File: src/rtl/gct_pkg.sv
package gct_pkg;
    localparam int HALF_W = 32;
    localparam int ADDR_W = 12;

    localparam logic [ADDR_W-1:0] A_CNT_LO = 12'h100;
    localparam logic [ADDR_W-1:0] A_CNT_HI = 12'h104;
    localparam logic [ADDR_W-1:0] A_CNT_WS = 12'h110;
    localparam logic [ADDR_W-1:0] A_CMP_LO = 12'h200;
    localparam logic [ADDR_W-1:0] A_CMP_HI = 12'h204;
    localparam logic [ADDR_W-1:0] A_STEP   = 12'h208;
    localparam logic [ADDR_W-1:0] A_CTRL   = 12'h240;
    localparam logic [ADDR_W-1:0] A_IRQ_ST = 12'h244;
    localparam logic [ADDR_W-1:0] A_IRQ_EN = 12'h248;
    localparam logic [ADDR_W-1:0] A_WS     = 12'h24C;

    localparam int CTRL_CEN_BIT  = 0;
    localparam int CTRL_AUTO_BIT = 1;
    localparam int CTRL_RUN_BIT  = 8;
    localparam int WS_CTRL_BIT   = 16;

    typedef enum logic [2:0] {
        TGT_NONE, TGT_CNT_LO, TGT_CNT_HI, TGT_CMP_LO, TGT_CMP_HI, TGT_STEP, TGT_CTRL
    } tgt_e;

    typedef struct packed {
        logic              vld;
        tgt_e              tgt;
        logic [HALF_W-1:0] data;
    } stage_t;

    function automatic tgt_e addr_to_tgt(input logic [ADDR_W-1:0] a);
        case (a)
            A_CNT_LO: return TGT_CNT_LO;
            A_CNT_HI: return TGT_CNT_HI;
            A_CMP_LO: return TGT_CMP_LO;
            A_CMP_HI: return TGT_CMP_HI;
            A_STEP:   return TGT_STEP;
            A_CTRL:   return TGT_CTRL;
            default:  return TGT_NONE;
        endcase
    endfunction
endpackage

File: src/rtl/gct_wr_pipe.sv
module gct_wr_pipe
    import gct_pkg::*;
#(
    parameter int LAT = 3
) (
    input  logic   clk,
    input  logic   rst,
    input  stage_t in_item,
    output stage_t out_item
);
    stage_t stg [LAT];

    always_ff @(posedge clk) begin
        if (rst) stg[0] <= '0;
        else     stg[0] <= in_item;
    end

    for (genvar i = 1; i < LAT; i++) begin : g_stage
        always_ff @(posedge clk) begin
            if (rst) stg[i] <= '0;
            else     stg[i] <= stg[i-1];
        end
    end

    assign out_item = stg[LAT-1];
endmodule

File: src/rtl/gct_counter.sv
module gct_counter #(
    parameter int HALF_W = 32
) (
    input  logic                clk,
    input  logic                rst,
    input  logic                run,
    input  logic                tick,
    input  logic                ld_lo,
    input  logic                ld_hi,
    input  logic [HALF_W-1:0]   ld_val,
    output logic [2*HALF_W-1:0] value
);
    localparam int FW = 2 * HALF_W;

    always_ff @(posedge clk) begin
        if (rst)              value <= '0;
        else if (ld_lo)       value[HALF_W-1:0] <= ld_val;
        else if (ld_hi)       value[FW-1:HALF_W] <= ld_val;
        else if (run && tick) value <= value + FW'(1);
    end
endmodule

File: src/rtl/gct_comparator.sv
module gct_comparator #(
    parameter int HALF_W = 32
) (
    input  logic                clk,
    input  logic                rst,
    input  logic                en,
    input  logic                auto_inc,
    input  logic [2*HALF_W-1:0] cnt,
    input  logic [HALF_W-1:0]   step,
    input  logic                ld_lo,
    input  logic                ld_hi,
    input  logic [HALF_W-1:0]   ld_val,
    output logic [2*HALF_W-1:0] comp,
    output logic                hit
);
    localparam int FW = 2 * HALF_W;

    assign hit = en && (cnt == comp);

    always_ff @(posedge clk) begin
        if (rst)                  comp <= '0;
        else if (ld_lo)           comp[HALF_W-1:0] <= ld_val;
        else if (ld_hi)           comp[FW-1:HALF_W] <= ld_val;
        else if (hit && auto_inc) comp <= comp + FW'(step);
    end
endmodule

File: src/rtl/gct_timer.sv
module gct_timer
    import gct_pkg::*;
#(
    parameter int APPLY_LAT = 3
) (
    input  logic              clk,
    input  logic              rst,
    input  logic              tick_en,
    input  logic              bus_wr,
    input  logic [ADDR_W-1:0] bus_addr,
    input  logic [HALF_W-1:0] bus_wdata,
    output logic [HALF_W-1:0] bus_rdata,
    output logic              irq
);
    localparam int FW = 2 * HALF_W;

    tgt_e   wr_tgt;
    stage_t in_item, app;

    assign wr_tgt  = bus_wr ? addr_to_tgt(bus_addr) : TGT_NONE;
    assign in_item = '{vld: (wr_tgt != TGT_NONE), tgt: wr_tgt, data: bus_wdata};

    gct_wr_pipe #(.LAT(APPLY_LAT)) u_pipe (
        .clk(clk), .rst(rst), .in_item(in_item), .out_item(app)
    );

    logic ap_cnt_lo, ap_cnt_hi, ap_cmp_lo, ap_cmp_hi, ap_step, ap_ctrl;
    assign ap_cnt_lo = app.vld && (app.tgt == TGT_CNT_LO);
    assign ap_cnt_hi = app.vld && (app.tgt == TGT_CNT_HI);
    assign ap_cmp_lo = app.vld && (app.tgt == TGT_CMP_LO);
    assign ap_cmp_hi = app.vld && (app.tgt == TGT_CMP_HI);
    assign ap_step   = app.vld && (app.tgt == TGT_STEP);
    assign ap_ctrl   = app.vld && (app.tgt == TGT_CTRL);

    logic cnt_load, cmp_load;
    assign cnt_load = ap_cnt_lo || ap_cnt_hi;
    assign cmp_load = ap_cmp_lo || ap_cmp_hi;

    logic              run_q, cen_q, auto_q;
    logic [HALF_W-1:0] step_q;

    always_ff @(posedge clk) begin
        if (rst) begin
            run_q  <= 1'b0;
            cen_q  <= 1'b0;
            auto_q <= 1'b0;
            step_q <= '0;
        end else begin
            if (ap_ctrl) begin
                run_q  <= app.data[CTRL_RUN_BIT];
                cen_q  <= app.data[CTRL_CEN_BIT];
                auto_q <= app.data[CTRL_AUTO_BIT];
            end
            if (ap_step) step_q <= app.data;
        end
    end

    logic [FW-1:0] cnt, comp;
    logic          hit;

    gct_counter #(.HALF_W(HALF_W)) u_cnt (
        .clk(clk), .rst(rst), .run(run_q), .tick(tick_en),
        .ld_lo(ap_cnt_lo), .ld_hi(ap_cnt_hi), .ld_val(app.data), .value(cnt)
    );

    gct_comparator #(.HALF_W(HALF_W)) u_cmp (
        .clk(clk), .rst(rst), .en(cen_q), .auto_inc(auto_q), .cnt(cnt),
        .step(step_q), .ld_lo(ap_cmp_lo), .ld_hi(ap_cmp_hi), .ld_val(app.data),
        .comp(comp), .hit(hit)
    );

    logic       wr_ws, wr_cws, wr_ist, wr_ien;
    assign wr_ws  = bus_wr && (bus_addr == A_WS);
    assign wr_cws = bus_wr && (bus_addr == A_CNT_WS);
    assign wr_ist = bus_wr && (bus_addr == A_IRQ_ST);
    assign wr_ien = bus_wr && (bus_addr == A_IRQ_EN);

    logic [3:0] gws_q, gws_set, gws_clr;
    logic [1:0] cws_q, cws_set, cws_clr;
    logic       int_st_q, int_en_q;

    assign gws_set = {ap_ctrl, ap_step, ap_cmp_hi, ap_cmp_lo};
    assign gws_clr = wr_ws ? {bus_wdata[WS_CTRL_BIT], bus_wdata[2:0]} : 4'b0;
    assign cws_set = {ap_cnt_hi, ap_cnt_lo};
    assign cws_clr = wr_cws ? bus_wdata[1:0] : 2'b0;

    always_ff @(posedge clk) begin
        if (rst) begin
            gws_q    <= '0;
            cws_q    <= '0;
            int_st_q <= 1'b0;
            int_en_q <= 1'b0;
        end else begin
            gws_q <= (gws_q & ~gws_clr) | gws_set;
            cws_q <= (cws_q & ~cws_clr) | cws_set;
            if (hit)                          int_st_q <= 1'b1;
            else if (wr_ist && bus_wdata[0])  int_st_q <= 1'b0;
            if (wr_ien) int_en_q <= bus_wdata[0];
        end
    end

    assign irq = int_st_q & int_en_q;

    always_comb begin
        bus_rdata = '0;
        case (bus_addr)
            A_CNT_LO: bus_rdata = cnt[HALF_W-1:0];
            A_CNT_HI: bus_rdata = cnt[FW-1:HALF_W];
            A_CNT_WS: bus_rdata[1:0] = cws_q;
            A_CMP_LO: bus_rdata = comp[HALF_W-1:0];
            A_CMP_HI: bus_rdata = comp[FW-1:HALF_W];
            A_STEP:   bus_rdata = step_q;
            A_CTRL: begin
                bus_rdata[CTRL_RUN_BIT]  = run_q;
                bus_rdata[CTRL_AUTO_BIT] = auto_q;
                bus_rdata[CTRL_CEN_BIT]  = cen_q;
            end
            A_IRQ_ST: bus_rdata[0] = int_st_q;
            A_IRQ_EN: bus_rdata[0] = int_en_q;
            A_WS: begin
                bus_rdata[WS_CTRL_BIT] = gws_q[3];
                bus_rdata[2:0]         = gws_q[2:0];
            end
            default: bus_rdata = '0;
        endcase
    end
endmodule

File: config.mk
export PLATFORM = sky130hd
export DESIGN_NAME = gct_timer
export DESIGN_NICKNAME = d
export VERILOG_FILES = /design/src/rtl/gct_pkg.sv /design/src/rtl/gct_wr_pipe.sv /design/src/rtl/gct_counter.sv /design/src/rtl/gct_comparator.sv /design/src/rtl/gct_timer.sv
export SDC_FILE = /design/constraint.sdc
export NUM_CORES = 1
export LEC_CHECK = 0
export ABC_AREA = 1
export CAP_MARGIN = 20
export CELL_PAD_IN_SITES_DETAIL_PLACEMENT = 1
export CELL_PAD_IN_SITES_GLOBAL_PLACEMENT = 1
export CORE_MARGIN = 4
export CORE_UTILIZATION = 45
export CTS_CLUSTER_SIZE = 24
export DETAILED_ROUTE_END_ITERATION = 12
export DONT_BUFFER_PORTS = 1
export PLACE_DENSITY_LB_ADDON = 0.1
export SKIP_LAST_GASP = 1
export SLEW_MARGIN = 10
export SYNTH_ARGS = -nofsm -noshare
export SYNTH_HDL_FRONTEND = slang
export SYNTH_SLANG_ARGS = --single-unit
File: constraint.sdc
create_clock -name clk -period 3.6 [get_ports clk]
set_input_delay 0.36 -clock clk [delete_from_list [all_inputs] [get_ports clk]]
set_output_delay 0.36 -clock clk [all_outputs]
set_load 0.02 [all_outputs]
# Yosys cells after proc, flatten, opt, wreduce, memory -nomap -nowiden
# Memory sizes are Yosys's and may differ from the RTL's.
# Index checks and enable logic that the tools add are counted.
[op_classes] n_addsub=2 eq_ne=19 n_mux=28 n_bitwise=12 reduce_logical=24
[ops] op="2-to-1 mux 32 bit" n=6
[ops] op="2-to-1 mux 64 bit" n=2
[ops] op="2-to-1 mux 36 bit" n=3
[ops] op="equality test 12 x 10 -> 1 bit (second input constant)" n=7
[ops] op="case mux 15 bit (5 select lines)" n=1
[ops] op="adder 64 x 1 -> 64 bit (second input constant)" n=1
[ops] op="adder 64 x 32 -> 64 bit" n=1
[ops] op="equality test 64 bit" n=1
[ops] op="equality test 12 x 9 -> 1 bit (second input constant)" n=3
[ops] op="case mux 7 bit (5 select lines)" n=1
[ops] op="case mux 5 bit (5 select lines)" n=1
[ops] op="case mux 1 bit (6 select lines)" n=3
[ops] op="case mux 3 bit (6 select lines)" n=1
[ops] op="logical AND 1 bit" n=14
[ops] op="case mux 1 bit (10 select lines)" n=1
[ops] op="nonzero test 2 bit" n=5
[ops] op="equality test 3 bit (second input constant)" n=3
[ops] op="case mux 1 bit (8 select lines)" n=1
[ops] op="AND reduction 2 bit" n=4
[ops] op="equality test 3 x 2 -> 1 bit (second input constant)" n=2
[ops] op="2-to-1 mux 1 bit" n=5
[ops] op="AND 4 bit" n=1
[ops] op="2-to-1 mux 4 bit" n=1
[ops] op="inequality test 2 bit (second input constant)" n=2
[ops] op="12 further kinds" n=15
[totals] ff_bits=171 mem_bits_rw=108 inputBits=48 out_inout_bits=33 elab_cells=98 n_memories=1
[mem_list] name="u_pipe.stg" words=3 word_bits=36 read_ports=3 rd_clocked_by_memory_dff=0 wr=3 line="gct_wr_pipe.sv:11" text="stage_t stg [LAT];"

# Longest topological paths before layout
[logic_depth] depth_word=6 depth_mapped=16 mapped_depth_nobuf=16

# Hierarchy
# Synthesis repeated with hierarchy kept, for this count alone.
[unflattened] hier_cells=3508 hier_area_um2=19965.4
[modules_own_cells] mod="gct_comparator" n_inst=1 cells_per_inst=1674 area_per_inst_um2=8567.0 seq_area_each_um2=1281.2
[modules_own_cells] mod="gct_counter" n_inst=1 cells_per_inst=877 area_per_inst_um2=4964.8 seq_area_each_um2=1281.2
[modules_own_cells] mod="gct_timer" n_inst=1 cells_per_inst=621 area_per_inst_um2=3375.7 seq_area_each_um2=860.8
[modules_own_cells] mod="gct_wr_pipe" n_inst=1 cells_per_inst=336 area_per_inst_um2=3057.9 seq_area_each_um2=2162.1

# Worst setup path before layout
# No wires, ideal clock.
[synth_timing] kind="reg2reg" startpoint="reg step_q[0]" endpoint="reg u_cmp.comp[20]" setup_ps=132 arrival_time_ps=2037 required_ps=3468 path_slack_ps=1430 stages_incl_launch_ff=14 path_buffers=0 period_less_slack_ps=2170 cell_sequence="dfxtp_1 > ha_1 > fa_1 > nand3_1 > nand3_1 > nand3_1 > nand3b_1 > nand2_1 > nand2_1 > or2_2 > nand3_1 > o21ai_0 > nand2_1 > a21oi_1"
[synth_between] elab_chain_cells=4
[synth_rtl] item="start, declared" line="gct_timer.sv:40" text="logic [HALF_W-1:0] step_q;"
[synth_rtl] item="start signal, assigned" line="gct_timer.sv:54" text="if (ap_step) step_q <= app.data;"
[synth_rtl] item="adder 64 x 32 -> 64 bit" line="gct_comparator.sv:24" text="else if (hit && auto_inc) comp <= comp + FW'(step);"
[synth_rtl] item="2-to-1 mux 64 bit" line="gct_comparator.sv:24"
[synth_rtl] item="2-to-1 mux 32 bit" line="gct_comparator.sv:23" text="else if (ld_hi) comp[FW-1:HALF_W] <= ld_val;"
[synth_rtl] item="2-to-1 mux 32 bit" line="gct_comparator.sv:22" text="else if (ld_lo) comp[HALF_W-1:0] <= ld_val;"
[synth_rtl] item="end signal, assigned by index" line="gct_comparator.sv:22"
[synth_rtl] item="end signal, assigned by index" line="gct_comparator.sv:23"
[synth_rtl] item="end signal, assigned" line="gct_comparator.sv:24"
[synth_rtl] item="end, declared" line="gct_comparator.sv:13" text="output logic [2*HALF_W-1:0] comp,"
# No other way between the ends. The select of a mux whose other input is x is not followed.
# A chain may end at the register's enable or synchronous reset.

# Worst setup path after layout
[layout_timing] startpoint="reg u_cnt.value[3]" endpoint="reg u_cmp.comp[38]"
[layout_between] elab_chain_cells=5
[layout_rtl] item="start, declared" line="gct_counter.sv:11" text="output logic [2*HALF_W-1:0] value"
[layout_rtl] item="start signal, assigned by index" line="gct_counter.sv:17" text="else if (ld_lo) value[HALF_W-1:0] <= ld_val;"
[layout_rtl] item="start signal, assigned by index" line="gct_counter.sv:18" text="else if (ld_hi) value[FW-1:HALF_W] <= ld_val;"
[layout_rtl] item="start signal, assigned" line="gct_counter.sv:19" text="else if (run && tick) value <= value + FW'(1);"
[layout_rtl] item="equality test 64 bit" line="gct_comparator.sv:18" text="assign hit = en && (cnt == comp);"
[layout_rtl] item="logical AND 1 bit" line="gct_comparator.sv:18"
[layout_rtl] item="logical AND 1 bit" line="gct_comparator.sv:24"
[layout_rtl] item="nonzero test 2 bit (no source line)"
[layout_rtl] item="AND reduction 2 bit (no source line)"
# No other way between the ends.

==> impl_metrics.py <==
metrics = {
    "status": {
        "status": "finished, final reports clean",
    },
    "final_layout": {
        "syn_to_final_growth_pct": 12.7,
        "nets": 3202,
        "drive_gt1_share_pct": 5.25,
        "fin_area_mm2": 0.0206,
        "post-route-util_pct": 51.6,
    },
    "power": {
        "p_per_area_mw_per_mm2": 351,
        "p_comb_share_pct": 2.5,
        "switching_share_pct": 25.3,
        "ir_worst_vdd_uv": 448,
        "power.internal_mw": 5.42,
        "seq_power_share_pct": 43.8,
        "p_leak_nw": 8.84,
        "p_sw_mw": 1.83,
        "p_clk_share_pct": 53.7,
    },
    "grt": {
        "grt_pass1_vias": 23516,
        "antenna_found_initial": 6,
        "grt_pass1_wl_um": 158000,
        "grtUsageTotal_pct": 48.5,
        "grt_max_degree": 190,
        "grt-ovfl-total": 0,
    },
    "hold_path": {
        "holdPathStages": 3,
        "hold_path_class": "input port to flop",
    },
    "cts": {
        "clockBufferDepth": 3,
        "path_clk_slew_ns": 0.08,
        "clock_latency_ns": 0.58,
        "cts_root_buffer": "clkbuf_16",
        "post_cts_resized": 0,
        "numCtsBuffers": 34,
        "cts.sinks": 279,
        "cts_setup_buffers": 0,
        "cts_max_level": 2,
        "cts_tree": "built",
        "cts_hold_buf": 48,
    },
    "sta": {
        "finalSetupViolCount": 0,
        "timing.fmax_mhz": 300,
        "worstMarginPinSlew_ns": 0.986,
        "relSlewSlack_pct": 34.3,
        "fin_crit_sh_pct": 92.7,
        "post-route-min-period_ns": 3.34,
        "rsz0062_at_grt": "no",
        "holdWs_ns": 0.0227,
        "report.final.slew_viol_count": 0,
        "fin_worst_skew_ns": 0.0324,
        "final_hold_viol_count": 0,
        "setup_ws_ns": 0.265,
        "finalSetupTns_ns": 0,
    },
    "placement": {
        "dp_slack_ns": 0.654,
        "place_hpwl_um": 79200,
        "placed_area_mm2": 0.0190,
        "numPortBuffers": 0,
        "place.gp.congestion": 1.10,
    },
    "route": {
        "first_pass_iters": 6,
        "vias": 23343,
        "drt_iter0_markers": 3384,
        "postRouteAntennaNets": 0,
        "wl_per_cell_um": 30.0,
        "wl_um": 110000,
        "vias_per_cell": 6.36,
        "post-route-drc-count": 0,
    },
    "run": {
        "drv_cap": 0,
    },
    "floorplanning": {
        "core_mm2": 0.0400,
        "die_h_um": 210,
        "die_x_um": 210,
        "dieArea_mm2": 0.0440,
        "start_util_pct": 45.8,
        "boundaryPins": 81,
        "rows": 73,
    },
    "logic_synthesis": {
        "synth_top_cell_by_area": "dfxtp_1",
        "synthDominantCellAreaShare_pct": 30.5,
        "synth_edf_count": 0,
        "synthArstFlopShare_pct": 0,
        "syn-num-nets": 3174,
        "ys.flop_type": "dfxtp_1",
        "synth_area_leaders": "dfxtp_1 30%, nand2_1 19%, inv_1 9.4%",
        "syn_avg_cell_area_um2": 5.92,
        "yosys_register_bits": 279,
        "synth_cell_type_count": 51,
        "synth_seq_area_share_pct": 30.5,
        "yosys_warnings": 0,
        "synth_cells": 3092,
        "synthesis.area_mm2": 0.0183,
    },
    "setup_path": {
        "crit_fanout": 23,
        "crit_type": "flop to flop",
        "startpoint_type": "flop",
        "arrival_ns": 3.74,
        "ff2ff_path_depth": 12,
        "end_kind": "flop",
        "crit_required_ns": 4.00,
    },
}
[synthesized netlist by cell type (2+ instances only)]
cell,instances
buf_4,3
buf_2,17
dfxtp_1,279
nor3_4,2
buf_1,8
a211oi_1,5
o21ai_0,161
clkbuf_2,4
a221oi_1,17
nor4_1,4
clkbuf_1,78
a21oi_1,226
nand3b_1,5
inv_1,461
nor3_2,3
nand4_1,42
buf_6,3
o211ai_1,43
ha_1,33
o31ai_1,2
o221ai_1,2
nand3_1,191
and2_1,5
nand2_2,5
xor2_1,25
a21oi_2,4
nor3b_1,4
xnor2_1,23
nor2_4,4
a31oi_1,4
o22ai_1,30
o21ai_1,11
nor2_1,360
and3_1,3
inv_2,17
or2_2,6
o21bai_1,5
nor2_2,6
o2111ai_1,2
nand2_1,921
nor3_1,58
[final timing paths]
check,startpoint,endpoint,slack (ns)
worst min-delay path,bus_wdata[0],int_st_q,0.02
worst min register to register,u_pipe.stg[0][21],u_pipe.stg[1][21],0.42
worst max-delay path,u_cnt.value[3],u_cmp.comp[38],0.26
worst max register to register,u_cnt.value[3],u_cmp.comp[38],0.26
[stage by stage]
| step | cells | power (mW) |
|---|---|---|
| floorplan | 3092 | 3.30 |
| global placement | 3561 | 3.31 |
| detailed placement | 3561 | 3.33 |
| CTS | 3670 | 7.14 |
| global route | 3670 | 7.36 |
| finish | 3671 | 7.25 |
[layout make-up]
type	instances	area, um2
timing repair buffer	105	951
multi-input combinational	2221	10500
clock inverter	16	239
sequential	279	5590
clock buffer	45	943
inverter	479	1800
antenna	1	2.50
tap	525	657
fill	5565	19400
[registers in the layout, indices dropped and copies added, names as in the netlist]
signal       cells
cws_q            2
int_en_q         1
gws_q            4
u_cnt.value     64
auto_q           1
step_q          32
int_st_q         1
cen_q            1
u_cmp.comp      64
run_q            1
u_pipe.stg     108
[routing by layer]
metal	GRT usage [%]	part of all wire (%)
met1	58.6	36
met2	73.2	42
met3	13.8	12
met4	36.5	9.8
met5	0	0.044
[placed cells by master (no fill, tap or decap), drive strengths merged, types with 4 or more instances in the layout]
master	synthesis	routed
o21ai	172	172
ha	33	33
xor2	25	25
dlygate4sd3	0	47
and2	5	5
inv	478	482
nand4	43	43
xnor2	23	23
nor3	63	63
o22ai	30	30
a21oi	231	231
a211oi	5	5
buf	31	58
o21bai	5	5
nor4	4	4
o211ai	43	43
nor2	370	370
a31oi	4	4
nand3b	5	5
clkbuf	82	45
nand3	192	192
a221oi	17	17
or2	6	6
dfxtp	279	279
clkinv	1	5
bufinv	0	5
nand2	926	926
nor3b	4	4
[power groups by stage]
stage / sequential [mW] / combinational (mW) / clock, mW
after global placement: 3.23 / 0.0827 / 0
after CTS: 3.17 / 0.169 / 3.81
after detailed placement: 3.23 / 0.0923 / 0
final: 3.17 / 0.183 / 3.89
after global routing: 3.17 / 0.192 / 3.99
after floorplan: 3.21 / 0.0879 / 0
[logic make-up after synthesis]
family | Yosys count | share of synthesized area [%]
XOR/XNOR | 48 | 2.29
adder cells (fa/ha/maj) | 34 | 2.36
AND/OR/NAND/NOR | 1621 | 36.6
AO/OA/AOI/OAI | 518 | 15.8
flip-flops | 279 | 30.5
buffers and inverters | 592 | 12.5
[worst max-delay path, stage by stage (launching register included)]
cell and delay (ns):
dfxtp_1 0.61, inv_1 0.29, nand2_1 0.29, nand4_1 0.15, nor2_1 0.16, nand2_1 0.08, nor2_1 0.24, nand4_4 0.18
nand2_1 0.24, nand2_1 0.30, buf_4 0.37, nand2_1 0.14, a21oi_1 0.08
No activity file was read; power rests on OpenSTA's default activity.
